`src/rtl/dbw_pkg.sv`:
```
package dbw_pkg;
    typedef enum logic [2:0] {
        ST_IDLE   = 3'd0,
        ST_LAUNCH = 3'd1,
        ST_STROBE = 3'd2,
        ST_HOLD   = 3'd3,
        ST_FINISH = 3'd4
    } dbw_state_t;
endpackage

```
`src/rtl/dbw_phase_timer.sv`:
```
// Down counter shared by the strobe phase and the rest-of-cycle phase.
module dbw_phase_timer #(
    parameter int CW = 6
) (
    input  logic          clk,
    input  logic          rst_n,
    input  logic          load,
    input  logic [CW-1:0] load_val,
    input  logic          dec,
    output logic          zero
);
    logic [CW-1:0] cnt;

    always_ff @(posedge clk or negedge rst_n) begin
        if (!rst_n)
            cnt <= '0;
        else if (load)
            cnt <= load_val;
        else if (dec && cnt != '0)
            cnt <= cnt - 1'b1;
    end

    assign zero = (cnt == '0);
endmodule

```
`src/rtl/dbw_beat_counter.sv`:
```
// Counts bus cycles of a transfer against the programmed limit.
module dbw_beat_counter #(
    parameter int LEN_W = 18
) (
    input  logic             clk,
    input  logic             rst_n,
    input  logic             clear,
    input  logic             step,
    input  logic [LEN_W-1:0] limit,
    output logic             last
);
    logic [LEN_W-1:0] cnt;

    always_ff @(posedge clk or negedge rst_n) begin
        if (!rst_n)
            cnt <= '0;
        else if (clear)
            cnt <= '0;
        else if (step)
            cnt <= cnt + 1'b1;
    end

    assign last = (cnt == limit);
endmodule

```
`src/rtl/dbw_pick_unit.sv`:
```
// Selects the current beat out of the head word and packs read beats.
module dbw_pick_unit #(
    parameter int WORD_W = 32,
    parameter int BUS_W  = 16,
    parameter int PW_W   = 5,
    parameter int PC_W   = 2
) (
    input  logic              clk,
    input  logic              rst_n,
    input  logic              clear,
    input  logic              capture,
    input  logic              advance,
    input  logic [PW_W-1:0]   width_m1,
    input  logic [PC_W-1:0]   picks_m1,
    input  logic [WORD_W-1:0] word,
    input  logic [BUS_W-1:0]  din,
    output logic [BUS_W-1:0]  dout,
    output logic              last_pick,
    output logic              partial,
    output logic [WORD_W-1:0] acc
);
    localparam int SH_W = PC_W + PW_W + 1;

    logic [PC_W-1:0]   pidx;
    logic [SH_W-1:0]   shamt;
    logic [WORD_W-1:0] mask;
    logic [WORD_W-1:0] sel;

    assign shamt     = SH_W'(pidx) * (SH_W'(width_m1) + SH_W'(1));
    assign mask      = ~({WORD_W{1'b1}} << (SH_W'(width_m1) + SH_W'(1)));
    assign sel       = (word >> shamt) & mask;
    assign dout      = sel[BUS_W-1:0];
    assign last_pick = (pidx == picks_m1);
    assign partial   = (pidx != '0);

    always_ff @(posedge clk or negedge rst_n) begin
        if (!rst_n) begin
            pidx <= '0;
            acc  <= '0;
        end else if (clear) begin
            pidx <= '0;
            acc  <= '0;
        end else begin
            if (capture)
                acc <= acc | ((WORD_W'(din) & mask) << shamt);
            if (advance) begin
                if (last_pick) begin
                    pidx <= '0;
                    acc  <= '0;
                end else begin
                    pidx <= pidx + 1'b1;
                end
            end
        end
    end
endmodule

```
`src/rtl/dbus_write_engine.sv`:
```
module dbus_write_engine
    import dbw_pkg::*;
#(
    parameter int WORD_W   = 32,
    parameter int BUS_W    = 16,
    parameter int ON_W     = 4,
    parameter int REST_W   = 6,
    parameter int LEN_W    = 18,
    parameter int PW_W     = 5,
    parameter int PC_W     = 2,
    parameter int MIN_REST = 3
) (
    input  logic              clk,
    input  logic              rst_n,
    input  logic              tick,
    input  logic              start,
    input  logic [ON_W-1:0]   cfg_on_m1,
    input  logic [REST_W-1:0] cfg_rest_m1,
    input  logic [PW_W-1:0]   cfg_width_m1,
    input  logic [PC_W-1:0]   cfg_picks_m1,
    input  logic [LEN_W-1:0]  cfg_cycles_m1,
    input  logic              cfg_data_sel,
    input  logic              cfg_read,
    input  logic              cs_ctl_n,
    input  logic              we_ctl_n,
    input  logic [WORD_W-1:0] tx_data,
    input  logic              tx_valid,
    output logic              tx_pop,
    output logic [WORD_W-1:0] rx_data,
    output logic              rx_push,
    input  logic [BUS_W-1:0]  bus_din,
    output logic [BUS_W-1:0]  bus_dout,
    output logic              bus_cs_n,
    output logic              bus_we_n,
    output logic              bus_re_n,
    output logic              bus_dc,
    output logic              done
);
    localparam logic [REST_W-1:0] REST_MIN_M1 = REST_W'(MIN_REST - 1);

    dbw_state_t state, nxt;

    logic [ON_W-1:0]   r_on;
    logic [REST_W-1:0] r_rest;
    logic [PW_W-1:0]   r_width;
    logic [PC_W-1:0]   r_picks;
    logic [LEN_W-1:0]  r_cycles;
    logic              r_dc;
    logic              r_read;

    logic rest_ok, launch_ok, accept, cycle_end, strobe_end;
    logic ph_load, ph_dec, ph_zero;
    logic [REST_W-1:0] ph_val;
    logic beat_last, last_pick, partial;
    logic [BUS_W-1:0] pick_dout;

    assign rest_ok    = (cfg_rest_m1 >= REST_MIN_M1);
    assign accept     = (state == ST_IDLE) && start;
    assign launch_ok  = !cs_ctl_n && (r_read || (!we_ctl_n && tx_valid));
    assign strobe_end = (state == ST_STROBE) && tick && ph_zero;
    assign cycle_end  = (state == ST_HOLD) && tick && ph_zero;

    // phase timer control: load strobe length on launch, rest length after strobe
    assign ph_load = ((state == ST_LAUNCH) && tick && launch_ok) || strobe_end;
    assign ph_val  = (state == ST_LAUNCH) ? REST_W'(r_on) : (r_rest - 1'b1);
    assign ph_dec  = tick && ((state == ST_STROBE) || (state == ST_HOLD));

    dbw_phase_timer #(.CW(REST_W)) u_phase (
        .clk      (clk),
        .rst_n    (rst_n),
        .load     (ph_load),
        .load_val (ph_val),
        .dec      (ph_dec),
        .zero     (ph_zero)
    );

    dbw_beat_counter #(.LEN_W(LEN_W)) u_beats (
        .clk   (clk),
        .rst_n (rst_n),
        .clear (accept),
        .step  (cycle_end && !beat_last),
        .limit (r_cycles),
        .last  (beat_last)
    );

    dbw_pick_unit #(
        .WORD_W (WORD_W),
        .BUS_W  (BUS_W),
        .PW_W   (PW_W),
        .PC_W   (PC_W)
    ) u_pick (
        .clk       (clk),
        .rst_n     (rst_n),
        .clear     (accept),
        .capture   (strobe_end && r_read),
        .advance   (cycle_end),
        .width_m1  (r_width),
        .picks_m1  (r_picks),
        .word      (tx_data),
        .din       (bus_din),
        .dout      (pick_dout),
        .last_pick (last_pick),
        .partial   (partial),
        .acc       (rx_data)
    );

    // state register, captured configuration and done flag
    always_ff @(posedge clk or negedge rst_n) begin
        if (!rst_n) begin
            state    <= ST_IDLE;
            r_on     <= '0;
            r_rest   <= '0;
            r_width  <= '0;
            r_picks  <= '0;
            r_cycles <= '0;
            r_dc     <= 1'b0;
            r_read   <= 1'b0;
            done     <= 1'b1;
        end else begin
            state <= nxt;
            if (accept) begin
                if (rest_ok) begin
                    r_on     <= cfg_on_m1;
                    r_rest   <= cfg_rest_m1;
                    r_width  <= cfg_width_m1;
                    r_picks  <= cfg_picks_m1;
                    r_cycles <= cfg_cycles_m1;
                    r_dc     <= cfg_data_sel;
                    r_read   <= cfg_read;
                    done     <= 1'b0;
                end else begin
                    done     <= 1'b1;
                end
            end else if (state == ST_FINISH) begin
                done <= 1'b1;
            end
        end
    end

    // next-state logic
    always_comb begin
        nxt = state;
        unique case (state)
            ST_IDLE:   if (start && rest_ok) nxt = ST_LAUNCH;
            ST_LAUNCH: if (tick && launch_ok) nxt = ST_STROBE;
            ST_STROBE: if (tick && ph_zero) nxt = ST_HOLD;
            ST_HOLD:   if (tick && ph_zero) nxt = beat_last ? ST_FINISH : ST_LAUNCH;
            ST_FINISH: nxt = ST_IDLE;
            default:   nxt = ST_IDLE;
        endcase
    end

    // outputs
    always_comb begin
        bus_we_n = 1'b1;
        bus_re_n = 1'b1;
        bus_cs_n = 1'b1;
        bus_dc   = 1'b0;
        bus_dout = '0;
        tx_pop   = 1'b0;
        rx_push  = 1'b0;
        unique case (state)
            ST_IDLE: ;
            ST_LAUNCH, ST_HOLD, ST_FINISH: begin
                bus_cs_n = cs_ctl_n;
                bus_dc   = r_dc;
                bus_dout = r_read ? '0 : pick_dout;
            end
            ST_STROBE: begin
                bus_cs_n = cs_ctl_n;
                bus_dc   = r_dc;
                bus_dout = r_read ? '0 : pick_dout;
                bus_we_n = r_read;
                bus_re_n = !r_read;
            end
            default: ;
        endcase
        if (cycle_end && last_pick) begin
            tx_pop  = !r_read;
            rx_push = r_read;
        end
        if (state == ST_FINISH && r_read && partial)
            rx_push = 1'b1;
    end
endmodule

```
`config.mk`:
```
export PLATFORM = sky130hd
export DESIGN_NAME = dbus_write_engine
export DESIGN_NICKNAME = d
export VERILOG_FILES = /design/src/rtl/dbw_pkg.sv /design/src/rtl/dbw_phase_timer.sv /design/src/rtl/dbw_beat_counter.sv /design/src/rtl/dbw_pick_unit.sv /design/src/rtl/dbus_write_engine.sv
export SDC_FILE = /design/constraint.sdc
export NUM_CORES = 1
export LEC_CHECK = 0
export ABC_AREA = 0
export ABC_CLOCK_PERIOD_IN_PS = 6000
export BUFFER_PORTS_ARGS = -buffer_cell sky130_fd_sc_hd__buf_4
export CAP_MARGIN = 5
export CORE_MARGIN = 4
export CORE_UTILIZATION = 45
export DETAILED_ROUTE_END_ITERATION = 12
export PLACE_DENSITY = 0.66
export SLEW_MARGIN = 15
export SYNTH_ARGS = -nofsm -noshare
export SYNTH_HDL_FRONTEND = slang
export SYNTH_HIERARCHICAL = 1
export SYNTH_SLANG_ARGS = --single-unit
```
`constraint.sdc`:
```
create_clock -name clk -period 6 [get_ports clk]
set_input_delay 0.3 -clock clk [delete_from_list [all_inputs] [get_ports clk]]
set_output_delay 0.3 -clock clk [all_outputs]
set_load 0.05 [all_outputs]
```
After elaboration in Yosys (flattened, before gate mapping). Index checks and enable logic that the tools add are counted.

Bits in read-only memories: 0. Bits in writable memories: 0. Memories: 0. Latch bits: 0. Register bits: 99. Input port bits: 92. Output and inout bits: 55. Logic and storage cells: 104.

Mux-type cells: 30. Reduce and logical (&&, ||, !) cells: 37. Shift operators: 3. Equal/unequal tests: 10. Bitwise gates (word level): 4. Magnitude comparators: 1. Div/mod/pow operators: 0. Add/subtract/negate cells: 5. $mul: 1.

Operators by type and width (count): 32-bit two-way mux (4); 18-bit two-way mux (2); 16-bit by 32-bit AND with 32-bit output (1); 16-bit two-way mux (2); 32-bit inverter (1); 32-bit OR (1); 32-bit by 8-bit left shift with 32-bit output (1); 32-bit by 8-bit left shift with 32-bit output, first input constant (1); 32-bit by 8-bit >> shifter with 16-bit output (1); 1-bit logical AND (19); 18-bit by 1-bit adder with 18-bit output, second input constant (1); 18-bit == test (1); 6-bit two-way mux (3); 16-bit AND (1); 3-bit two-way mux (5); 3-bit one-hot mux with 4 select lines (1); 6-bit by 1-bit subtractor with 6-bit output, second input constant (2); 1-bit two-way mux (10); 2-bit nonzero test (5); 2-bit by 6-bit multiplier with 8-bit output (1); 2-bit by 1-bit inequality test with 1-bit output, second input constant (4); 5-bit by 1-bit adder with 6-bit output, second input constant (1); 3-bit by 2-bit == test with 1-bit output, second input constant (2); 6-bit by 2-bit greater-or-equal comparator with 1-bit output, second input constant (1); other kinds (13) (20).

Logic depth before layout (Yosys ltp). Gate-level depths: netlist of the first run.

Depth in word-level cells: 10. Gate-level depth with buffers: 18. Mapped depth without buffers: 13.

Hierarchy. The synthesis of the first run kept the hierarchy.

Modules (own cells, without submodules): dbw_pick_unit (area each 5163.7 µm², cells an instance 654, instances 1, sequential area each 850.8 µm²); dbus_write_engine (area each 2005.7 µm², cells an instance 166, instances 1, sequential area each 1027.2 µm²); dbw_beat_counter (area each 1131.1 µm², cells an instance 119, instances 1, sequential area each 450.4 µm²); dbw_phase_timer (area each 395.4 µm², cells an instance 44, instances 1, sequential area each 150.1 µm²).

Least setup slack after synthesis of the first run. No wires, ideal clock.

Path type: register to output. Start: reg r_width[1]. End: out bus_dout[0]. Cell stages (with the launch flop): 17. Path buffers: 5. Setup slack: 1262 ps. Required time: 5700 ps. Arrival time: 4438 ps. Cell sequence: dfrtp_1 -> ha_1 -> inv_1 -> ha_1 -> clkbuf_1 -> clkbuf_1 -> nor2_1 -> fa_1 -> clkbuf_1 -> inv_1 -> buf_1 -> buf_1 -> o211ai_1 -> a211oi_1 -> nor3_1 -> a2111oi_2 -> and2_1.

Longest elaborated chain between the ends: 6. Elaborated cells between the ends (all ways): 8. Those cells by class: 1 x add/sub; 1 x mul; 2 x shift; 2 x mux; 2 x bitwise.

RTL lines: start, declared (line dbus_write_engine.sv:45) `logic [PW_W-1:0] r_width;`; start signal, assigned (line dbus_write_engine.sv:125) `r_width <= cfg_width_m1;`; 5-bit by 1-bit adder with 6-bit output (*) (line dbw_pick_unit.sv:29, dbw_pick_unit.sv:30); 2-bit by 6-bit multiplier with 8-bit output or 32-bit by 8-bit left shift with 32-bit output (tied branches) (line dbw_pick_unit.sv:29, dbw_pick_unit.sv:30); 32-bit by 8-bit >> shifter with 16-bit output or 32-bit inverter (tied branches) (line dbw_pick_unit.sv:31, dbw_pick_unit.sv:30); 16-bit AND (*) (line dbw_pick_unit.sv:31) `assign sel = (word >> shamt) & mask;`; named net pick_dout[0] (line dbus_write_engine.sv:55) `logic [BUS_W-1:0] pick_dout;`; 16-bit two-way mux (*) (line dbus_write_engine.sv:167, dbus_write_engine.sv:172); 16-bit two-way mux (*); end, declared (line dbus_write_engine.sv:32) `output logic [BUS_W-1:0] bus_dout,`.

The timed path passes the listed nets; every way through them passes the cells marked *.

Worst setup path after layout of the first run.
Start: reg r_width[0]. End: out bus_dout[9].

Same word-level chain as after synthesis.

==> out/metrics.cfg, run 1 <==
[setup_path]
cp.arrival_ps = 5330
slowest_delay_ps = 690
startpoint_type = register
required_ps = 5700
crit_type = register to primary output
cp_cell_sequence = ha_1, inv_1, ha_1, nor2_1, fa_1, a211o_1, or3_4, mux2i_4, nand2_2, a21oi_1, a22oi_1, a2111oi_1, and2_1, buf_4
crit_top_cell = ha_1
crit_path_top_delay_cell = ha_1
end_kind = primary output
path_max_fanout = 21

[logic_synthesis]
syn_nets = 1090
synth-warning-count = 6
synth_async_sr_flop_share = 1.00
syn_area_mm2 = 0.00870
syn_inst = 983
synth_edf_count = 0
synth.distinct_cells = 99
ys_ff_latch = 99
syn-mean-instance-area_um2 = 8.85
dominantRegCellSynth = dfrtp_1
ys_seq_area_frac = 0.285

[clock_network]
cts-root-buf = clkbuf_16
clock_path_buffers = 2
clk_latency_ps = 350
cts_setup_buffers = 0
cts_tree = yes
htree_levels = 3
clk_pin_slew_ps = 80
clock-sinks = 99
cts_resized = 0
tritoncts.num_buffers = 9

[min_path]
hp-class = primary input to register

[timing]
max_freq_ghz = 0.178
fin_worst_skew_ps = 13.8
tns_ps = 0
setup_viol = 0
drv_slew = 0
rsz0062_at_grt = false
timing.slew.headroom = 0.274
timing.final.hold_violations = 0
tightest_slew_ps = 1080
hold_slack_ps = 155
finalCritPeriodShare = 0.938
min_period_ps = 5630

[cells_and_area]
drive_above_1_share = 0.239
final_cell_mix = buf_4, dfrtp_1, nand2_1, nor2_1, mux2i_1
area_growth_pct = 17.4
final_common_cell = buf_4
fin_nets = 1193
antennaDiodeCount = 0

[place]
gp_congestion = 0.919
portBuffers = 146
dp_hpwl_mm = 21.8

[detailed_routing]
wirelength_mm = 28.7
vias = 8437
drtPass1Iterations = 5
drc_errors = 0
viasPerCell = 6.25
final_antenna_net_count = 0
wl_per_cell_um = 21.2
drtIter0Drc = 772

[floorplan]
dieArea_mm2 = 0.0216
rows = 50
chipWidth_um = 147
io_pins = 147
coreArea_mm2 = 0.0188
start_util = 0.462
die_y_um = 147

[global_routing]
busiest_layer = met2
antenna_found_initial = 0
grtUsageTotal = 0.260
met3_usage = 0.0592
grt_max_degree = 54
overflow = 0
grt_pass1_wl_mm = 45.5
grt_use_met2 = 0.419
first_global_vias = 8164
grt_util_met1 = 0.339

[pwr]
p_leak_uw = 0.00457
power_density_mw_per_mm2 = 487
ir_drop_uv = 248

[outcome]
status = complete, no violations

[run]
max_cap_violations = 0

-- worst max-delay path: cells and delay by family, from the launching register on --
family,cells,cell delay [ps]
flops,1,590
simple gates,4,1000
compound gates,4,1300
buf+inv,2,270
fa+ha+maj,3,1560
mux,1,240
-- registers in the layout (all words and copies together) (netlist names), 2 cells and up --
name	cells
r_cycles	18
r_on	4
r_picks	2
r_rest	6
r_width	5
state	3
u_beats/cnt	18
u_phase/cnt	6
u_pick/acc	32
u_pick/pidx	2
-- metrics by stage --
stage                     total power, uW  utilization  cell area (um2)  cells  setup slack (ps)
after floorplan                      3430            -             8700    983              1260
after global placement               4330        0.526             9900   1334               959
after detailed placement             4340        0.526             9900   1334               811
after CTS                            4930        0.542            10200   1351               413
after global routing                 5290        0.542            10200   1351              62.1
final                                4970        0.542            10200   1351               370
-- synth_stat cells (5+ instances only) --
library cell / number / area (um2)
dfrtp_1: 98 / 2450
nand2_1: 91 / 342
nor2_1: 82 / 308
mux2i_1: 52 / 521
a21oi_1: 46 / 230
nand3_1: 33 / 165
nor3_1: 33 / 165
clkbuf_1: 31 / 116
inv_1: 28 / 105
o21ai_0: 27 / 135
xor2_1: 26 / 228
mux2_2: 24 / 270
and2_1: 21 / 131
mux4_2: 20 / 450
mux2_1: 19 / 214
a31oi_1: 18 / 113
o31ai_1: 16 / 120
nand4_1: 15 / 93.8
buf_2: 14 / 70.1
ha_1: 14 / 175
xnor2_1: 14 / 123
nor4_1: 12 / 75.1
and3_1: 11 / 68.8
buf_1: 11 / 41.3
o211ai_1: 11 / 82.6
buf_6: 10 / 113
a211oi_1: 9 / 67.6
o22ai_1: 9 / 56.3
or3_1: 9 / 56.3
a311oi_1: 8 / 70.1
buf_4: 8 / 60.1
o2111ai_1: 8 / 70.1
or4_1: 8 / 60.1
nor3b_1: 7 / 52.6
o21ai_1: 7 / 35.0
a22oi_1: 6 / 45.0
o211a_1: 6 / 60.1
a21o_1: 5 / 37.5
and4_1: 5 / 43.8
nand2b_1: 5 / 31.3
nor2b_1: 5 / 31.3
-- report_power, final --
group          leakage, uW  internal, uW  switching, uW  total, uW
logic              0.00314          1210           2130       3340
registers          0.00128           843            211       1050
clock network     0.000143           292            284        576
total              0.00457          2340           2630       4970
-- layout make-up --
class / instances / area (um2)
sequential: 99 / 2480
tap: 260 / 325
multi-input combinational: 780 / 5740
clock inverter: 7 / 68.8
inverter: 29 / 109
timing repair buffer: 167 / 1260
fill: 1809 / 8620
clock buffer: 9 / 225
-- repair_timing --
| action | 4_1_cts | 5_1_grt |
|---|---|---|
| hold buffers | 1 | 0 |
| setup endpoints to repair | 0 | 0 |
| hold endpoints to repair | 46 | 0 |
-- layer usage --
metal / share of wire / vias up / wire [um]
met4: 0.037 / 0 / 1070
met2: 0.47 / 414 / 13400
met5: 0 / - / 0
li1: - / 3935 / -
met1: 0.41 / 4017 / 11700
met3: 0.091 / 71 / 2600
-- cell families (layout without fill, tap and decap cells) --
family,count (synthesis),in the layout,synth area share
and+or+nand+nor,367,367,0.220
AOI/OAI and AO/OA,240,240,0.199
muxes,118,118,0.173
buffers and inverters,104,212,0.0591
DFF,99,99,0.285
xor gates and xnor gates,40,40,0.0403
adders and majority gates,15,15,0.0224
-- final timing paths --
| path | start | endpoint | slack (ps) | depth (start not counted) |
|---|---|---|---|---|
| min in group asynchronous | rst_n | r_cycles[9] | 490 | 2 |
| hold / removal | cfg_cycles_m1[11] | r_cycles[11] | 150 | 2 |
| max in group asynchronous | rst_n | r_rest[5] | 4420 | 3 |
| setup / recovery | r_width[0] | bus_dout[9] | 370 | 14 |
| hold reg to reg | r_dc | r_dc | 490 | 1 |
| setup reg to reg | r_width[0] | u_pick/acc[26] | 1070 | 13 |
Power figures use the tool's default switching activity.
==> inputs of run 2 (changes only) <==
--- a/config.mk
+++ b/config.mk
@@ -9,7 +9,7 @@
 export ABC_CLOCK_PERIOD_IN_PS = 6000
 export BUFFER_PORTS_ARGS = -buffer_cell sky130_fd_sc_hd__buf_4
 export CAP_MARGIN = 5
-export CORE_MARGIN = 4
+export CORE_MARGIN = 2
 export CORE_UTILIZATION = 45
 export DETAILED_ROUTE_END_ITERATION = 12
 export PLACE_DENSITY = 0.66
==> run 2 against run 1 <==
Core utilization grew 0.15 points; non-clock buffer count fell by 1; sequential power barely moved; clock skew shrank 3.2 ps; via count grew 0.26%; worst setup slack improved by 70 ps; die area is 5.4% lower; sequential share of layout area decreased by 0.065 points; combinational power about the same; design area up 0.27%; clock-buffer cell count unchanged; largest cell class unchanged; critical path depth increased by 1.
==> out/metrics.cfg, run 2 (synthesis gave the netlist of run 1 again) <==
[timing]
fin_worst_skew_ps = 10.5  ; was 13.8 ps
setup_slack_ps = 440  ; was 370 ps
finalCritPeriodShare = 0.927  ; was 0.938
min_period_ps = 5560  ; was 5630 ps
timing.final.hold_violations = 0  ; unchanged
rsz0062_at_grt = false  ; unchanged
max_freq_ghz = 0.180  ; was 0.178 GHz
drv_slew = 0  ; unchanged
setup_viol = 0  ; unchanged
timing.slew.headroom = 0.331  ; was 0.274
tns_ps = 0  ; unchanged
tightest_slew_ps = 991  ; was 1080 ps
hold_slack_ps = 152  ; was 155 ps

[clock_network]
clk_latency_ps = 360  ; was 350 ps
clk_pin_slew_ps = 70  ; was 80 ps
cts_setup_buffers = 0  ; unchanged
htree_levels = 3  ; unchanged
cts_tree = yes  ; unchanged
clock-sinks = 99  ; unchanged
tritoncts.num_buffers = 9  ; unchanged
cts-root-buf = clkbuf_16  ; unchanged
clock_path_buffers = 2  ; unchanged

[setup_path]
path_max_fanout = 23  ; was 21
end_kind = primary output  ; unchanged
reg2reg_depth = 13  ; unchanged
crit_type = register to primary output  ; unchanged
required_ps = 5700  ; about the same
r2r_setup_slack_ps = 1140  ; was 1070 ps
startpoint_type = register  ; unchanged
reg2reg_to = u_pick/acc[24]  ; was u_pick/acc[26]
rr_startpoint = r_width[0]  ; unchanged
cp.arrival_ps = 5260  ; was 5330 ps

[cells_and_area]
top_register = u_pick/acc  ; unchanged
area_growth_pct = 17.7  ; was 17.4%
largest_reg_flops = 32  ; unchanged
final_cell_mix = buf_4, dfrtp_1, nand2_1, nor2_1, mux2i_1  ; unchanged
final_common_cell = buf_4  ; unchanged
largestRegisters = u_pick/acc (32), r_cycles (18), u_beats/cnt (18)  ; unchanged
drive_above_1_share = 0.240  ; was 0.239
antennaDiodeCount = 0  ; unchanged
finish.utilization = 0.544  ; was 0.542
fin_nets = 1192  ; was 1193

[global_routing]
antenna_found_initial = 0  ; unchanged
grt_pass1_wl_mm = 43.5  ; was 45.5 mm
met3_usage = 0.0506  ; was 0.0592
first_global_vias = 8068  ; was 8164
grtUsageTotal = 0.273  ; was 0.260
grt_use_met2 = 0.442  ; was 0.419
grt_util_met1 = 0.359  ; was 0.339
grt_max_degree = 61  ; was 54
busiest_layer = met2  ; unchanged
overflow = 0  ; unchanged

[floorplan]
io_pins = 147  ; unchanged
die_y_um = 143  ; was 147 um
dieArea_mm2 = 0.0205  ; was 0.0216 mm2
chipWidth_um = 143  ; was 147 um
start_util = 0.462  ; unchanged
rows = 50  ; unchanged
coreArea_mm2 = 0.0188  ; unchanged

[detailed_routing]
viasPerCell = 6.27  ; was 6.25
drtPass1Iterations = 5  ; unchanged
final_antenna_net_count = 0  ; unchanged
wl_per_cell_um = 20.6  ; was 21.2 um
vias = 8459  ; was 8437
drtIter0Drc = 806  ; was 772
drc_errors = 0  ; unchanged
wirelength_mm = 27.9  ; was 28.7 mm

[min_path]
min_delay_worst_endpoint = r_cycles[11]  ; unchanged
worstHoldStart = cfg_cycles_m1[11]  ; unchanged
hold_depth = 2  ; unchanged
hp-class = primary input to register  ; unchanged

[place]
dp_hpwl_mm = 20.9  ; was 21.8 mm
pre_cts_ws_ps = 746  ; was 811 ps
gp_congestion = 1.00  ; was 0.919
portBuffers = 146  ; unchanged

[run]
max_cap_violations = 0  ; unchanged

[pwr]
post-layout-total-power_uw = 5000  ; was 4970 uW
p_leak_uw = 0.00457  ; about the same
ir_drop_uv = 267  ; was 248 uV
power_density_mw_per_mm2 = 489  ; was 487 mW/mm2

[outcome]
status = complete, no violations  ; unchanged

## run 2: cell count changes in the layout (fill, tap and decap cells not counted), sizes merged
cell	previous run	this run
buf	166	165
bufinv	0	1
inv	32	31
## run 2: routing by layer
layer  wire (um)  vias up  share of wire
met5           0        -              0
met4        1080        0          0.039
met3        2140       73          0.077
met2       12900      387           0.46
met1       11700     4073           0.42
li1            -     3926              -
## run 2: through the flow
step	instance area (um2)	cells
6_report	10200	1350
5_1_grt	10200	1350
4_1_cts	10200	1350
3_5_place_dp	9900	1333
3_3_place_gp	9900	1333
2_1_floorplan	8700	983
## run 2: worst max-delay path by stage
stage,from,to
after detailed placement,r_width[0],bus_dout[7]
after floorplan,r_width[1],bus_dout[0]
after CTS,r_width[0],bus_dout[7]
final,r_width[0],bus_dout[7]
after global placement,r_width[0],bus_dout[7]
after global routing,r_width[0],bus_dout[7]
## run 2: power breakdown
group	total, uW	internal (uW)	switching, uW
logic	3330	1220	2120
clock network	619	334	284
registers	1050	843	211
## run 2: what timing repair did
item	4_1_cts	5_1_grt
hold buffers	1	0
resized for setup	0	1
setup endpoints to repair	0	1
hold endpoints to repair	38	0
## run 2: layout make-up
class | count | area [um2]
clock buffer | 9 | 225
clock inverter | 7 | 96.3
fill | 1826 | 8600
inverter | 29 | 109
multi-input combinational | 780 | 5750
sequential | 99 | 2480
tap | 260 | 325
timing repair buffer | 166 | 1250
## run 2: critical path: stages, from the launching register on
cell and delay (ps):
dfrtp_1 590, ha_1 330, inv_1 70, ha_2 550, nor2_1 130, fa_1 510
a211o_1 340, or3_4 390, mux2i_4 230, nand2_2 380, buf_4 340, o41ai_1 360
a21oi_1 70, nor3_1 250, and2_1 160, buf_4 190
